--- src/rtl/midi_hp_pkg.sv ---
package midi_hp_pkg;
  localparam logic [7:0] CMD_RESET = 8'hFF;
  localparam logic [7:0] CMD_UART  = 8'h3F;
  localparam logic [7:0] ACK_BYTE  = 8'hFE;

  typedef enum logic [1:0] {RX_IDLE, RX_START, RX_DATA, RX_STOP} rx_state_e;
endpackage

--- src/rtl/midi_hp_fifo.sv ---
module midi_hp_fifo #(
  parameter int WIDTH = 8,
  parameter int DEPTH = 4
) (
  input  logic             clk,
  input  logic             rst_n,
  input  logic             flush,
  input  logic             push,
  input  logic [WIDTH-1:0] din,
  input  logic             pop,
  output logic [WIDTH-1:0] dout,
  output logic             empty,
  output logic             full,
  output logic [$clog2(DEPTH):0] level
);
  localparam int AW = $clog2(DEPTH);

  logic [WIDTH-1:0] mem [DEPTH];
  logic [AW-1:0]    wp, rp;
  logic [AW:0]      cnt;

  assign empty = (cnt == '0);
  assign full  = (cnt == (AW+1)'(DEPTH));
  assign level = cnt;
  assign dout  = mem[rp];

  always_ff @(posedge clk or negedge rst_n) begin
    if (!rst_n) begin
      wp  <= '0;
      rp  <= '0;
      cnt <= '0;
    end else if (flush) begin
      rp  <= '0;
      wp  <= push ? AW'(1) : '0;
      cnt <= push ? (AW+1)'(1) : '0;
    end else begin
      if (push) wp <= (wp == AW'(DEPTH-1)) ? '0 : wp + 1'b1;
      if (pop)  rp <= (rp == AW'(DEPTH-1)) ? '0 : rp + 1'b1;
      cnt <= cnt + (AW+1)'(push) - (AW+1)'(pop);
    end
  end

  always_ff @(posedge clk) begin
    if (push) mem[flush ? '0 : wp] <= din;
  end

  assert_no_overflow_R7: assert property (@(posedge clk) disable iff (!rst_n)
    (push && !flush) |-> !full);
  assert_no_underflow_R9: assert property (@(posedge clk) disable iff (!rst_n)
    (pop && !flush) |-> !empty);
endmodule

--- src/rtl/midi_hp_tx.sv ---
module midi_hp_tx #(
  parameter int CPB = 6400
) (
  input  logic       clk,
  input  logic       rst_n,
  input  logic       in_valid,
  output logic       in_ready,
  input  logic [7:0] in_data,
  output logic       line,
  output logic       busy
);
  localparam int CW = $clog2(CPB + 1);

  logic [CW-1:0] cnt;
  logic [3:0]    nbits;
  logic [8:0]    shreg;

  assign in_ready = !busy;

  always_ff @(posedge clk or negedge rst_n) begin
    if (!rst_n) begin
      busy  <= 1'b0;
      line  <= 1'b1;
      cnt   <= '0;
      nbits <= '0;
      shreg <= '1;
    end else if (!busy) begin
      if (in_valid) begin
        busy  <= 1'b1;
        line  <= 1'b0;
        shreg <= {1'b1, in_data};
        cnt   <= '0;
        nbits <= '0;
      end
    end else if (cnt == CW'(CPB - 1)) begin
      cnt <= '0;
      if (nbits == 4'd9) begin
        busy <= 1'b0;
      end else begin
        line  <= shreg[0];
        shreg <= {1'b1, shreg[8:1]};
        nbits <= nbits + 1'b1;
      end
    end else begin
      cnt <= cnt + 1'b1;
    end
  end

  assert_start_low_R8: assert property (@(posedge clk) disable iff (!rst_n)
    (in_valid && in_ready) |=> (line == 1'b0));
  assert_idle_high_R8: assert property (@(posedge clk) disable iff (!rst_n)
    (!busy && !$past(busy)) |-> line);
endmodule

--- src/rtl/midi_hp_rx.sv ---
module midi_hp_rx
  import midi_hp_pkg::*;
#(
  parameter int CPB = 6400
) (
  input  logic       clk,
  input  logic       rst_n,
  input  logic       line,
  output logic       out_valid,
  input  logic       out_ready,
  output logic [7:0] out_data
);
  localparam int CW   = $clog2(CPB + 1);
  localparam int HALF = CPB / 2;

  rx_state_e     st;
  logic [1:0]    sync;
  logic [CW-1:0] cnt;
  logic [2:0]    bidx;
  logic [7:0]    shreg;
  logic          bit_in;

  assign bit_in = sync[1];

  always_ff @(posedge clk or negedge rst_n) begin
    if (!rst_n) begin
      sync      <= 2'b11;
      st        <= RX_IDLE;
      cnt       <= '0;
      bidx      <= '0;
      shreg     <= '0;
      out_valid <= 1'b0;
      out_data  <= '0;
    end else begin
      sync <= {sync[0], line};
      if (out_valid && out_ready) out_valid <= 1'b0;
      case (st)
        RX_IDLE: begin
          cnt <= '0;
          if (!bit_in) st <= RX_START;
        end
        RX_START: begin
          if (cnt == CW'(HALF - 1)) begin
            cnt  <= '0;
            bidx <= '0;
            st   <= bit_in ? RX_IDLE : RX_DATA;
          end else cnt <= cnt + 1'b1;
        end
        RX_DATA: begin
          if (cnt == CW'(CPB - 1)) begin
            cnt   <= '0;
            shreg <= {bit_in, shreg[7:1]};
            bidx  <= bidx + 1'b1;
            if (bidx == 3'd7) st <= RX_STOP;
          end else cnt <= cnt + 1'b1;
        end
        default: begin
          if (cnt == CW'(CPB - 1)) begin
            cnt <= '0;
            st  <= RX_IDLE;
            if (bit_in) begin
              out_valid <= 1'b1;
              out_data  <= shreg;
            end
          end else cnt <= cnt + 1'b1;
        end
      endcase
    end
  end

  assert_hold_byte_R10: assert property (@(posedge clk) disable iff (!rst_n)
    (out_valid && !out_ready) |=> (out_valid && $stable(out_data)));
endmodule

--- src/rtl/midi_host_port.sv ---
module midi_host_port
  import midi_hp_pkg::*;
#(
  parameter int CLK_HZ     = 200_000_000,
  parameter int BAUD       = 31_250,
  parameter int FIFO_DEPTH = 4
) (
  input  logic       clk,
  input  logic       rst_n,
  input  logic       bus_sel,
  input  logic       bus_wr,
  input  logic       bus_addr,
  input  logic [7:0] bus_wdata,
  output logic [7:0] bus_rdata,
  input  logic       midi_rx,
  output logic       midi_tx,
  output logic       irq_tx_empty,
  output logic       irq_rx
);
  localparam int CPB = CLK_HZ / BAUD;
  localparam int LW  = $clog2(FIFO_DEPTH) + 1;

  logic uart_mode;
  logic tx_empty, tx_full, rx_empty, rx_full;
  logic [7:0] tx_head, rx_head, rx_din, urx_data;
  logic [LW-1:0] tx_level, rx_level;
  logic tx_pop, tx_push, rx_pop, rx_push;
  logic eng_ready, eng_busy;
  logic urx_valid, urx_ready;
  logic wr_ok, cmd_wr, is_reset, is_uart, ack_push, flush;

  assign wr_ok    = bus_sel && bus_wr && !tx_full;
  assign cmd_wr   = wr_ok && bus_addr;
  assign is_reset = cmd_wr && (bus_wdata == CMD_RESET);
  assign is_uart  = cmd_wr && (bus_wdata == CMD_UART);
  assign ack_push = is_reset || is_uart;
  assign flush    = is_reset;

  always_ff @(posedge clk or negedge rst_n) begin
    if (!rst_n)        uart_mode <= 1'b0;
    else if (is_reset) uart_mode <= 1'b0;
    else if (is_uart)  uart_mode <= 1'b1;
  end

  assign tx_push = wr_ok && !bus_addr && uart_mode;
  assign tx_pop  = !tx_empty && eng_ready;

  midi_hp_fifo #(.WIDTH(8), .DEPTH(FIFO_DEPTH)) u_txq (
    .clk(clk), .rst_n(rst_n), .flush(flush), .push(tx_push), .din(bus_wdata),
    .pop(tx_pop && !flush), .dout(tx_head), .empty(tx_empty), .full(tx_full),
    .level(tx_level)
  );

  midi_hp_tx #(.CPB(CPB)) u_tx (
    .clk(clk), .rst_n(rst_n), .in_valid(!tx_empty && !flush), .in_ready(eng_ready),
    .in_data(tx_head), .line(midi_tx), .busy(eng_busy)
  );

  midi_hp_rx #(.CPB(CPB)) u_rx (
    .clk(clk), .rst_n(rst_n), .line(midi_rx), .out_valid(urx_valid),
    .out_ready(urx_ready), .out_data(urx_data)
  );

  assign urx_ready = !ack_push;
  assign rx_pop    = bus_sel && !bus_wr && !bus_addr && !rx_empty;
  assign rx_din    = ack_push ? ACK_BYTE : urx_data;
  always_comb begin
    if (flush)         rx_push = 1'b1;
    else if (ack_push) rx_push = !rx_full;
    else               rx_push = urx_valid && uart_mode && !rx_full;
  end

  midi_hp_fifo #(.WIDTH(8), .DEPTH(FIFO_DEPTH)) u_rxq (
    .clk(clk), .rst_n(rst_n), .flush(flush), .push(rx_push), .din(rx_din),
    .pop(rx_pop), .dout(rx_head), .empty(rx_empty), .full(rx_full),
    .level(rx_level)
  );

  always_comb begin
    if (bus_addr)      bus_rdata = {rx_empty, tx_full, 6'b0};
    else if (rx_empty) bus_rdata = 8'h00;
    else               bus_rdata = rx_head;
  end

  assign irq_tx_empty = uart_mode && tx_empty && !eng_busy;
  assign irq_rx       = !rx_empty;

  assert_reset_cmd_R4: assert property (@(posedge clk) disable iff (!rst_n)
    is_reset |=> (!uart_mode && rx_level == LW'(1) && tx_level == '0));
  assert_enter_uart_R3: assert property (@(posedge clk) disable iff (!rst_n)
    is_uart |=> uart_mode);
  assert_other_cmd_R5: assert property (@(posedge clk) disable iff (!rst_n)
    (bus_sel && bus_wr && bus_addr && bus_wdata != CMD_RESET && bus_wdata != CMD_UART)
      |=> $stable(uart_mode));
  assert_drop_data_R6: assert property (@(posedge clk) disable iff (!rst_n)
    (bus_sel && bus_wr && !bus_addr && !uart_mode && !tx_pop) |=> $stable(tx_level));
endmodule

--- config.mk ---
export PLATFORM = sky130hd
export DESIGN_NAME = midi_host_port
export DESIGN_NICKNAME = d
export VERILOG_FILES = /design/src/rtl/midi_hp_pkg.sv /design/src/rtl/midi_hp_fifo.sv /design/src/rtl/midi_hp_tx.sv /design/src/rtl/midi_hp_rx.sv /design/src/rtl/midi_host_port.sv
export SDC_FILE = /design/constraint.sdc
export NUM_CORES = 1
export LEC_CHECK = 0
export ABC_AREA = 1
export BUFFER_PORTS_ARGS = -buffer_cell sky130_fd_sc_hd__buf_2
export CAP_MARGIN = 10
export CORE_UTILIZATION = 56
export DETAILED_ROUTE_END_ITERATION = 10
export GPL_ROUTABILITY_DRIVEN = 1
export PLACE_DENSITY = 0.76
export SYNTH_ARGS = -nofsm -noshare
export SYNTH_HDL_FRONTEND = slang
export SYNTH_HIERARCHICAL = 1
export SYNTH_SLANG_ARGS = --single-unit
export TNS_END_PERCENT = 30
--- constraint.sdc ---
create_clock -name clk -period 2.4 [get_ports clk]
set_input_delay 0.36 -clock clk [delete_from_list [all_inputs] [get_ports clk]]
set_output_delay 0.36 -clock clk [all_outputs]
set_load 0.02 [all_outputs]
==> summary.txt, run 1 <==
STA
  – Fin Setup TNS: 0 ps
  – Fin crit period: 2320 ps
  – Headroom to the max-slew limit: 68.4%
  – Final setup viols: 0
  – Achievable Freq: 432 MHz
  – RSZ-0062 raised after global routing: true
  – Clock skew: 8.78 ps
  – Period utilisation layout: 96.5%
  – Slew @ Worst Pin: 474 ps
  – Final Hold Fails: 0
  – Max Slew Vio Count: 0

Detailed routing
  – Initial drt markers: 417
  – Vias per cell: 5.22
  – Drt total wl: 13,400 µm
  – ANT nets after route: 0
  – Remaining DRCs: 0
  – Via count: 5,117
  – Post-DR wirelength/cell: 13.6 µm
  – Drt first pass iters: 5

Die
  – Full die area: 0.0131 mm²
  – Row count: 40
  – # IOs: 25
  – Core Region: 0.0122 mm²
  – Die Y: 114 µm
  – Starting Density: 58.1%
  – Die X: 114 µm

Worst setup path
  – WS Path Type: register to primary output
  – Crit path depth: 6
  – CP Buf/Inv Count: 3
  – Critical path fanouts, max: 8
  – Delay-heaviest family, CP: buffers and inverters
  – Crit-path cells: inv_1 -> nand2_1 -> nor2_1 -> clkinv_1 -> o21ai_0 -> buf_2
  – CP peak stage delay: 420 ps
  – Slowest cell on crit path: dfrtp_1
  – CP Data Arrival Time: 1960 ps
  – Reg2reg start: u_txq/level[1]
  – Reg2reg end: u_txq/level[2]
  – Critical Path RT: 2040 ps
  – CP Capture Type: primary output
  – Reg2Reg Depth: 13
  – Reg2Reg Setup Slack: 210 ps
  – Startpoint types: register

Clock network
  – Cts bufs inserted: 17
  – H-tree depth: 4
  – CTS tree: done
  – Post-CTS setup buffers: 0
  – Clock buffer depth: 2
  – Clock Tree Root: clkbuf_16
  – Clock sinks: 143
  – Skew-Pair Late Insertion Delay: 430 ps
  – CTS clk-pin slew, worst paths: 60 ps

Worst hold path
  – HP Start: midi_rx
  – Hold depth: 1
  – Worst hold endpoint: u_rx/sync[0]
  – Worst min path class: input pin to register

Synth
  – Mapped cell area: 0.00706 mm²
  – Main flop type after synthesis: dfrtp_1
  – Gate count of the mapped netlist: 756
  – Netlist cell types: 42
  – Sequential-to-total area share from yosys stat: 55.4%
  – Syn_area_per_cell: 9.34 µm²
  – Syn nets: 785
  – Yosys warns: 6
  – Post-synth ARST share: 55.2%
  – Post-synth EDFFs: 64
  – #FFs+latches synth: 143

Layout
  – Final non-filler cell total: 980
  – Layout area overhead: 13.7%
  – Most common cell after layout, fill and taps aside: nand2_1
  – Most frequent cells in the layout: 214 x nand2_1, 101 x inv_1, 68 x dfrtp_1, 66 x nor2_1, 64 x edfxtp_1
  – Nets: 828
  – Layout cell share with drive strength beyond 1: 16.6%
  – Final Cell Area: 0.00803 mm²
  – Diode count: 0

Placed design
  – Area of placed instances: 0.00738 mm²
  – Post-DP HPWL: 9220 µm
  – Placed Cells: 947
  – IO Port Bufs: 24
  – RD Place Congestion: 0.830

Global routing
  – GRT Total Usage: 22.8%
  – First-pass GRT wire length: 22,900 µm
  – Via count of the first global-routing pass: 5,053
  – Initial antenna violation count: 0
  – Grt ovf: 0
  – Largest net degree at the start of global routing: 44

Job
  – Max Cap Violations: 0

Status
  – Outcome: completed

Pwr
  – P per Cell Area: 808 mW/mm²
  – Lkg Pwr: 0.00374 µW
  – Worst ir drop on vdd: 502 µV
  – Overall power: 6490 µW
-- per-stage QoR --
stage	hold WS [ps]	utilization, %	setup WS [ps]
2_1_floorplan	64.4	-	178
3_3_place_gp	349	60.7	207
3_5_place_dp	351	60.7	148
4_1_cts	9.17	65.9	67.7
5_1_grt	10.9	66.0	-85.5
6_report	30.1	66.0	84.8
-- where the power goes --
part | internal (µW) | total, µW | switching, µW
registers | 2680 | 2790 | 117
logic | 327 | 965 | 638
clock network | 1610 | 2730 | 1120
-- how the worst max path moves through the flow --
| stage | from | slack (ps) | end |
|---|---|---|---|
| after global placement | bus_wdata[5] | 210 | u_txq/level[2] |
| final | u_rxq/level[1] | 80 | bus_rdata[7] |
| after CTS | u_rxq/rp[0] | 70 | bus_rdata[6] |
| after detailed placement | bus_wdata[4] | 150 | u_rxq/level[2] |
| after floorplan | u_txq/level[2] | 180 | u_rxq/mem[2][0] |
| after global routing | u_rxq/level[1] | -90 | u_rxq/level[2] |
-- cell usage after synthesis, types with 9 or more instances --
cell / number / area [µm²]
a21oi_1: 9 / 45.0
buf_6: 10 / 113
dfrtp_1: 68 / 1700
dfstp_2: 11 / 289
edfxtp_1: 64 / 1920
ha_1: 13 / 163
inv_1: 101 / 379
inv_2: 10 / 37.5
nand2_1: 214 / 803
nand2_2: 9 / 56.3
nand3_1: 38 / 190
nand4_1: 13 / 81.3
nor2_1: 68 / 255
nor3_1: 11 / 55.1
o211ai_1: 33 / 248
o21ai_0: 12 / 60.1
o21ai_1: 12 / 60.1
-- repair_timing --
item | 4_1_cts | 5_1_grt
endpoints found under the setup margin | 0 | 18
endpoints found under the hold margin | 27 | 0
hold buffers | 1 | 0
gates resized for setup | 0 | 5
-- worst register-to-register path, cell delays in order, from the launching register on --
cell	delay, ps
dfrtp_1	430
nor3_1	180
inv_1	120
nand4_4	120
nor2_8	60
nor2_2	120
ha_1	240
inv_1	60
ha_1	130
inv_1	50
fa_1	380
nand3_1	110
nand2_1	50
nor2_1	90
-- metal layers --
metal / part of all wire (%) / vias up / GRT usage [%]
met5: 0 / - / 0
met4: 2.2 / 0 / 11.0
met3: 4.0 / 30 / 5.77
met2: 51 / 117 / 38.5
met1: 43 / 2417 / 27.3
li1: - / 2553 / -
-- state kept, by name, indices dropped and copies added (netlist names) --
signal	cells
u_txq/wp	2
u_txq/mem	32
u_rxq/level	3
u_txq/rp	2
u_rx/bidx	3
u_rxq/mem	32
u_tx/line	1
u_tx/nbits	4
u_tx/shreg	8
u_rx/sync	2
u_rx/st	2
u_rx/shreg	8
u_rx/out_valid	1
u_tx/cnt	13
u_rxq/wp	2
u_tx/busy	1
u_rx/cnt	13
u_rx/out_data	8
uart_mode	1
u_txq/level	3
u_rxq/rp	2
-- final cells by class --
cell class | instances | area (µm²)
fillers | 906 | 4130
flip-flops and latches | 143 | 3910
multi-input cells | 484 | 2590
clock buffers | 19 | 475
inverters | 112 | 423
repair buffers | 41 | 265
well taps | 168 | 210
clock inverters | 13 | 150
-- cells by family (layout without fill, tap and decap cells) --
kind of cell / count (synthesis) / in the layout / share of synthesized area [%]
AND/OR/NAND/NOR: 374 / 374 / 24.2
flip-flops: 143 / 143 / 55.4
buffers and inverters: 129 / 185 / 8.15
AO/OA/AOI/OAI: 87 / 87 / 8.38
adder cells (fa/ha/maj): 15 / 15 / 2.87
XOR/XNOR: 8 / 8 / 0.992
(Power assumes the default switching activity.)
==> run 2, diff against run 1 <==
- SYNTH_HIERARCHICAL: 1 -> not set
==> summary.txt, run 2 <==
Global routing
  – GR peak layer: met2
  – Largest net degree at the start of global routing: 46
  – Initial antenna violation count: 0
  – Global routing met2 resource utilization: 39.6%
  – Grt ovf: 0
  – GRT Total Usage: 23.4%
  – Met1 Track Usage GR: 28.8%
  – Met3 usage: 6.16%
  – First-pass GRT wire length: 23,200 µm
  – Via count of the first global-routing pass: 4,996

Synth
  – Gate count of the mapped netlist: 737
  – Netlist cell types: 44
  – Sequential-to-total area share from yosys stat: 56.5%
  – Main flop type after synthesis: dfrtp_1
  – Mapped cell area: 0.00692 mm²
  – Top cells by count, synth: 181 x nand2_1, 78 x nor2_1, 68 x dfrtp_1
  – Area contributors post-synth: edfxtp_1 28%, dfrtp_1 25%, nand2_1 9.8%
  – Syn_area_per_cell: 9.39 µm²
  – #FFs+latches synth: 143
  – Cell with the most instances after synthesis: nand2_1
  – Area share of the leading cell type in the synthesized netlist: 27.8%
  – Synth area leader: edfxtp_1
  – Yosys warns: 0
  – Post-synth EDFFs: 64
  – Syn nets: 771
  – Post-synth ARST share: 55.2%

Detailed routing
  – Via count: 5,161
  – Drt first pass iters: 5
  – ANT nets after route: 0
  – Vias per cell: 5.45
  – Post-DR wirelength/cell: 14.5 µm
  – Drt total wl: 13,700 µm
  – Remaining DRCs: 0
  – Initial drt markers: 351

Layout
  – Largest regs: u_rxq.mem: 32 flops, u_txq.mem: 32 flops
  – Fillcell total: 841
  – Nets: 821
  – Layout cell share with drive strength beyond 1: 18.5%
  – Most frequent cells in the layout: 181 x nand2_1, 78 x nor2_1, 67 x dfrtp_1, 64 x inv_1, 64 x edfxtp_1
  – Diode count: 0
  – Most common cell after layout, fill and taps aside: nand2_1
  – Fin util: 65.8%
  – Final non-filler cell total: 947
  – Layout area overhead: 14.1%

STA
  – Achievable Freq: 441 MHz
  – Final setup viols: 0
  – Final worst setup slack: 133 ps
  – Fin Setup TNS: 0 ps
  – Max Slew Vio Count: 0
  – Fin crit period: 2270 ps
  – Period utilisation layout: 94.4%
  – Headroom to the max-slew limit: 66.6%
  – RSZ-0062 raised after global routing: false
  – Slew @ Worst Pin: 497 ps
  – Final Hold Fails: 0
  – Clock skew: 10.0 ps

Worst setup path
  – CP peak stage delay: 420 ps
  – Delay-heaviest family, CP: adder cells
  – Most used cell, CP: inv_1
  – Setup crit start: u_txq.level[1]
  – Reg2Reg Depth: 12
  – CP Data Arrival Time: 2580 ps
  – Crit-path cells: or2_1 -> nor2_2 -> nor2_1 -> o21ai_2 -> inv_1 -> ha_1 -> inv_1 -> ha_1 -> inv_1 -> fa_1 -> xor2_1 -> nor2_1
  – Startpoint types: register
  – Critical Path RT: 2710 ps
  – Slowest cell on crit path: dfrtp_1
  – Reg2Reg Setup Slack: 130 ps
  – Reg2reg end: u_txq.level[2]
  – CP Buf/Inv Count: 3
  – Reg2reg start: u_txq.level[1]
  – Critical path fanouts, max: 4
  – CP Capture Type: register
  – WS Path Type: register to register

Die
  – Core Region: 0.0120 mm²
  – Die X: 113 µm
  – Full die area: 0.0128 mm²
  – Starting Density: 57.6%
  – Die Y: 113 µm
  – Row count: 40
  – # IOs: 25

Placed design
  – Dpl ws: 58.0 ps
  – Placed Cells: 913
  – RD Place Congestion: 0.829
  – IO Port Bufs: 24
  – Post-DP HPWL: 9360 µm

Worst hold path
  – Worst min path class: input pin to register
  – HP Start: midi_rx
  – Worst hold endpoint: u_rx.sync[0]
  – Hold depth: 1

Pwr
  – Lkg Pwr: 0.00358 µW
  – P per Cell Area: 795 mW/mm²
  – Worst ir drop on vdd: 510 µV

Status
  – Outcome: completed

Clock network
  – Cts bufs inserted: 17
  – Clock sinks: 143
  – CTS clk-pin slew, worst paths: 60 ps
  – Clock buffer depth: 2
  – Skew-Pair Late Insertion Delay: 430 ps
  – CTS tree: done
  – H-tree depth: 4
  – Clock Tree Root: clkbuf_16

Job
  – Max Cap Violations: 0
run 2: what timing repair did:
item / 4_1_cts / 5_1_grt
gates resized for setup: 0 / 1
hold buffers: 1 / 0
hold endpoints to repair: 25 / 0
setup endpoints to repair: 0 / 1
setup buffers: 0 / 1
run 2: stage by stage:
step                      total power [µW]  hold slack [ps]  area [µm²]
final                                 6280             25.4        7900
after global routing                  6540             15.5        7900
after CTS                             6320             15.5        7890
after detailed placement              3750              345        7300
after global placement                3700              344        7300
after floorplan                       3460             64.4        6920
run 2: layer usage:
layer / routed length (µm) / vias to the layer above / part of all wire, %
met5: 0 / - / 0
met1: 5970 / 2456 / 44
met2: 6890 / 127 / 50
met3: 640 / 25 / 4.7
li1: - / 2553 / -
met4: 214 / 0 / 1.6
run 2: cell type report:
| type | count | area [µm²] | area share (%) |
|---|---|---|---|
| repair buffers | 49 | 325 | 4.12 |
| flip-flops and latches | 143 | 3910 | 49.6 |
| multi-input cells | 505 | 2630 | 33.3 |
| inverters | 71 | 267 | 3.37 |
| clock inverters | 14 | 146 | 1.85 |
| well taps | 147 | 184 | 2.33 |
| clock buffers | 18 | 429 | 5.43 |
run 2: cell families after synthesis:
group | synth area share [%]
AO/OA/AOI/OAI | 7.96
XOR/XNOR | 1.52
adder cells (fa/ha/maj) | 3.83
buffers and inverters | 5.42
flip-flops | 56.5
AND/OR/NAND/NOR | 24.7
run 2: how the worst max path moves through the flow:
stage,slack (ps),cells after the start,to
global placement,110,13,u_txq.level[2]
global route,8,12,u_txq.level[2]
floorplan,130,11,u_rxq.level[2]
detailed placement,60,13,u_txq.level[2]
finish,130,12,u_txq.level[2]
CTS,120,12,u_txq.level[2]
run 2: report_power, final:
part,switching (µW),leakage (µW),internal (µW),total [µW]
Combinational,560,0.00169,331,891
Clock,1100,0.000282,1460,2560
Sequential,144,0.00161,2680,2820
run 2: worst reg2reg max path, stage by stage (launching register included):
cell     delay [ps]
dfrtp_1         420
or2_1           290
nor2_2          150
nor2_1           80
o21ai_2          60
inv_1            80
ha_1            270
inv_1            50
ha_1            130
inv_1            50
fa_1            370
xor2_1          160
nor2_1           50
==> run 3, diff against run 2 <==
- CORE_ASPECT_RATIO: not set -> 2
==> summary.txt, run 3 (synthesis results as in run 2) <==
Die
  – # IOs: 25
  – Core Region: 0.0121 mm²
  – Die Y: 159 µm
  – Full die area: 0.0128 mm²
  – Row count: 57
  – Die X: 80.6 µm
  – Starting Density: 57.1%

Layout
  – Final Cell Area: 0.00790 mm²
  – Layout cell share with drive strength beyond 1: 18.4%
  – Nets: 821
  – Diode count: 0
  – Largest regs: u_rxq.mem: 32 flops, u_txq.mem: 32 flops
  – Most frequent cells in the layout: 181 x nand2_1, 78 x nor2_1, 67 x dfrtp_1, 64 x inv_1, 64 x edfxtp_1
  – Fillcell total: 931
  – Layout area overhead: 14.2%
  – Most common cell after layout, fill and taps aside: nand2_1

Pwr
  – Lkg Pwr: 0.00358 µW
  – Worst ir drop on vdd: 585 µV
  – P per Cell Area: 797 mW/mm²

Placed design
  – IO Port Bufs: 24
  – Area of placed instances: 0.00730 mm²
  – Post-DP HPWL: 10,600 µm
  – RD Place Congestion: 0.851

Global routing
  – Initial antenna violation count: 0
  – Grt ovf: 0
  – First-pass GRT wire length: 24,400 µm
  – Via count of the first global-routing pass: 5,277
  – Largest net degree at the start of global routing: 44
  – GRT Total Usage: 25.3%

STA
  – Slew @ Worst Pin: 517 ps
  – Fin Setup TNS: 0 ps
  – Headroom to the max-slew limit: 65.3%
  – Achievable Freq: 447 MHz
  – Clock skew: 10.9 ps
  – Final Hold Fails: 0
  – RSZ-0062 raised after global routing: false
  – Smallest hold slack: 41.5 ps
  – Period utilisation layout: 93.3%
  – Final setup viols: 0
  – Max Slew Vio Count: 0
  – Fin crit period: 2240 ps

Detailed routing
  – Via count: 5,195
  – Drt total wl: 14,800 µm
  – Post-DR wirelength/cell: 15.7 µm
  – Drt first pass iters: 5
  – ANT nets after route: 0
  – Remaining DRCs: 0
  – Initial drt markers: 308
  – Vias per cell: 5.49

Worst setup path
  – CP Data Arrival Time: 2550 ps
  – Reg2Reg Depth: 12
  – Startpoint types: register
  – CP Capture Type: register
  – Critical Path RT: 2710 ps
  – WS Path Type: register to register
  – Critical path fanouts, max: 4

Status
  – Outcome: completed

Clock network
  – Clock Tree Root: clkbuf_16
  – Skew-Pair Late Insertion Delay: 420 ps
  – Clock sinks: 143
  – H-tree depth: 4
  – Cts bufs inserted: 17
  – CTS tree: done
  – Clock buffer depth: 2
  – CTS clk-pin slew, worst paths: 60 ps

Worst hold path
  – Hold depth: 1
  – Worst min path class: input pin to register

Job
  – Max Cap Violations: 0
## run 3: cell types whose count changed in the layout (fill, tap and decap cells not counted), sizes merged
cell	previous run	this run
bufinv	1	2
clkbuf	18	19
clkinv	5	9
inv	78	72
## run 3: layout make-up
type | count | area, µm² | share of cell area (%)
Timing Repair Buffer | 49 | 325 | 4.12
Clock inverter | 13 | 139 | 1.76
Clock buffer | 19 | 433 | 5.48
Sequential cell | 143 | 3910 | 49.5
Tap cell | 147 | 184 | 2.33
Inverter | 71 | 267 | 3.37
Multi-Input combinational cell | 505 | 2640 | 33.4
## run 3: metrics by stage
step                utilization (%)  worst slack (ps)  total power [µW]  std cells
detailed placement             60.2              30.4              3760        913
floorplan                         -               131              3460        737
global placement               60.2               111              3700        913
finish                         65.2               160              6300        947
global route                   65.2              9.07              6570        947
CTS                            65.0              77.8              6310        946
## run 3: repair_timing
action                     4_1_cts  5_1_grt
setup endpoints to repair        0        1
gates resized for setup          0        3
hold endpoints to repair        34        0
hold buffers                     1        0
buffers inserted                 0        1
## run 3: report_power, final
group	switching (µW)	internal [µW]	total [µW]
logic	574	350	924
clock network	1030	1530	2560
registers	141	2680	2820
total	1740	4560	6300
## run 3: worst paths after layout
path,startpoint,end,slack [ps]
worst max-delay path,u_txq.level[1],u_txq.level[2],160
worst min-delay path,midi_rx,u_rx.sync[0],40
worst max register to register,u_txq.level[1],u_txq.level[2],160
worst min register to register,u_rx.sync[0],u_rx.sync[1],360
max in group asynchronous,rst_n,u_tx.shreg[2],1280
min in group asynchronous,rst_n,u_rx.cnt[4],440
## run 3: routing by layer
metal  vias up  GRT usage, %  wire [µm]
met1      2502          25.1       5320
met3        30          5.50        567
met5         -             0          0
met4         0          11.9        403
li1       2549             -          -
met2       114          47.6       8560
## run 3: worst max-delay path, stage by stage, from the launching register on
cell     delay (ps)
dfrtp_2         420
or2_4           280
nor2_4          120
nor2_1           70
o21ai_2          60
inv_1            80
ha_1            270
inv_1            60
ha_1            130
inv_1            40
fa_1            380
xor2_1          160
nor2_1           60
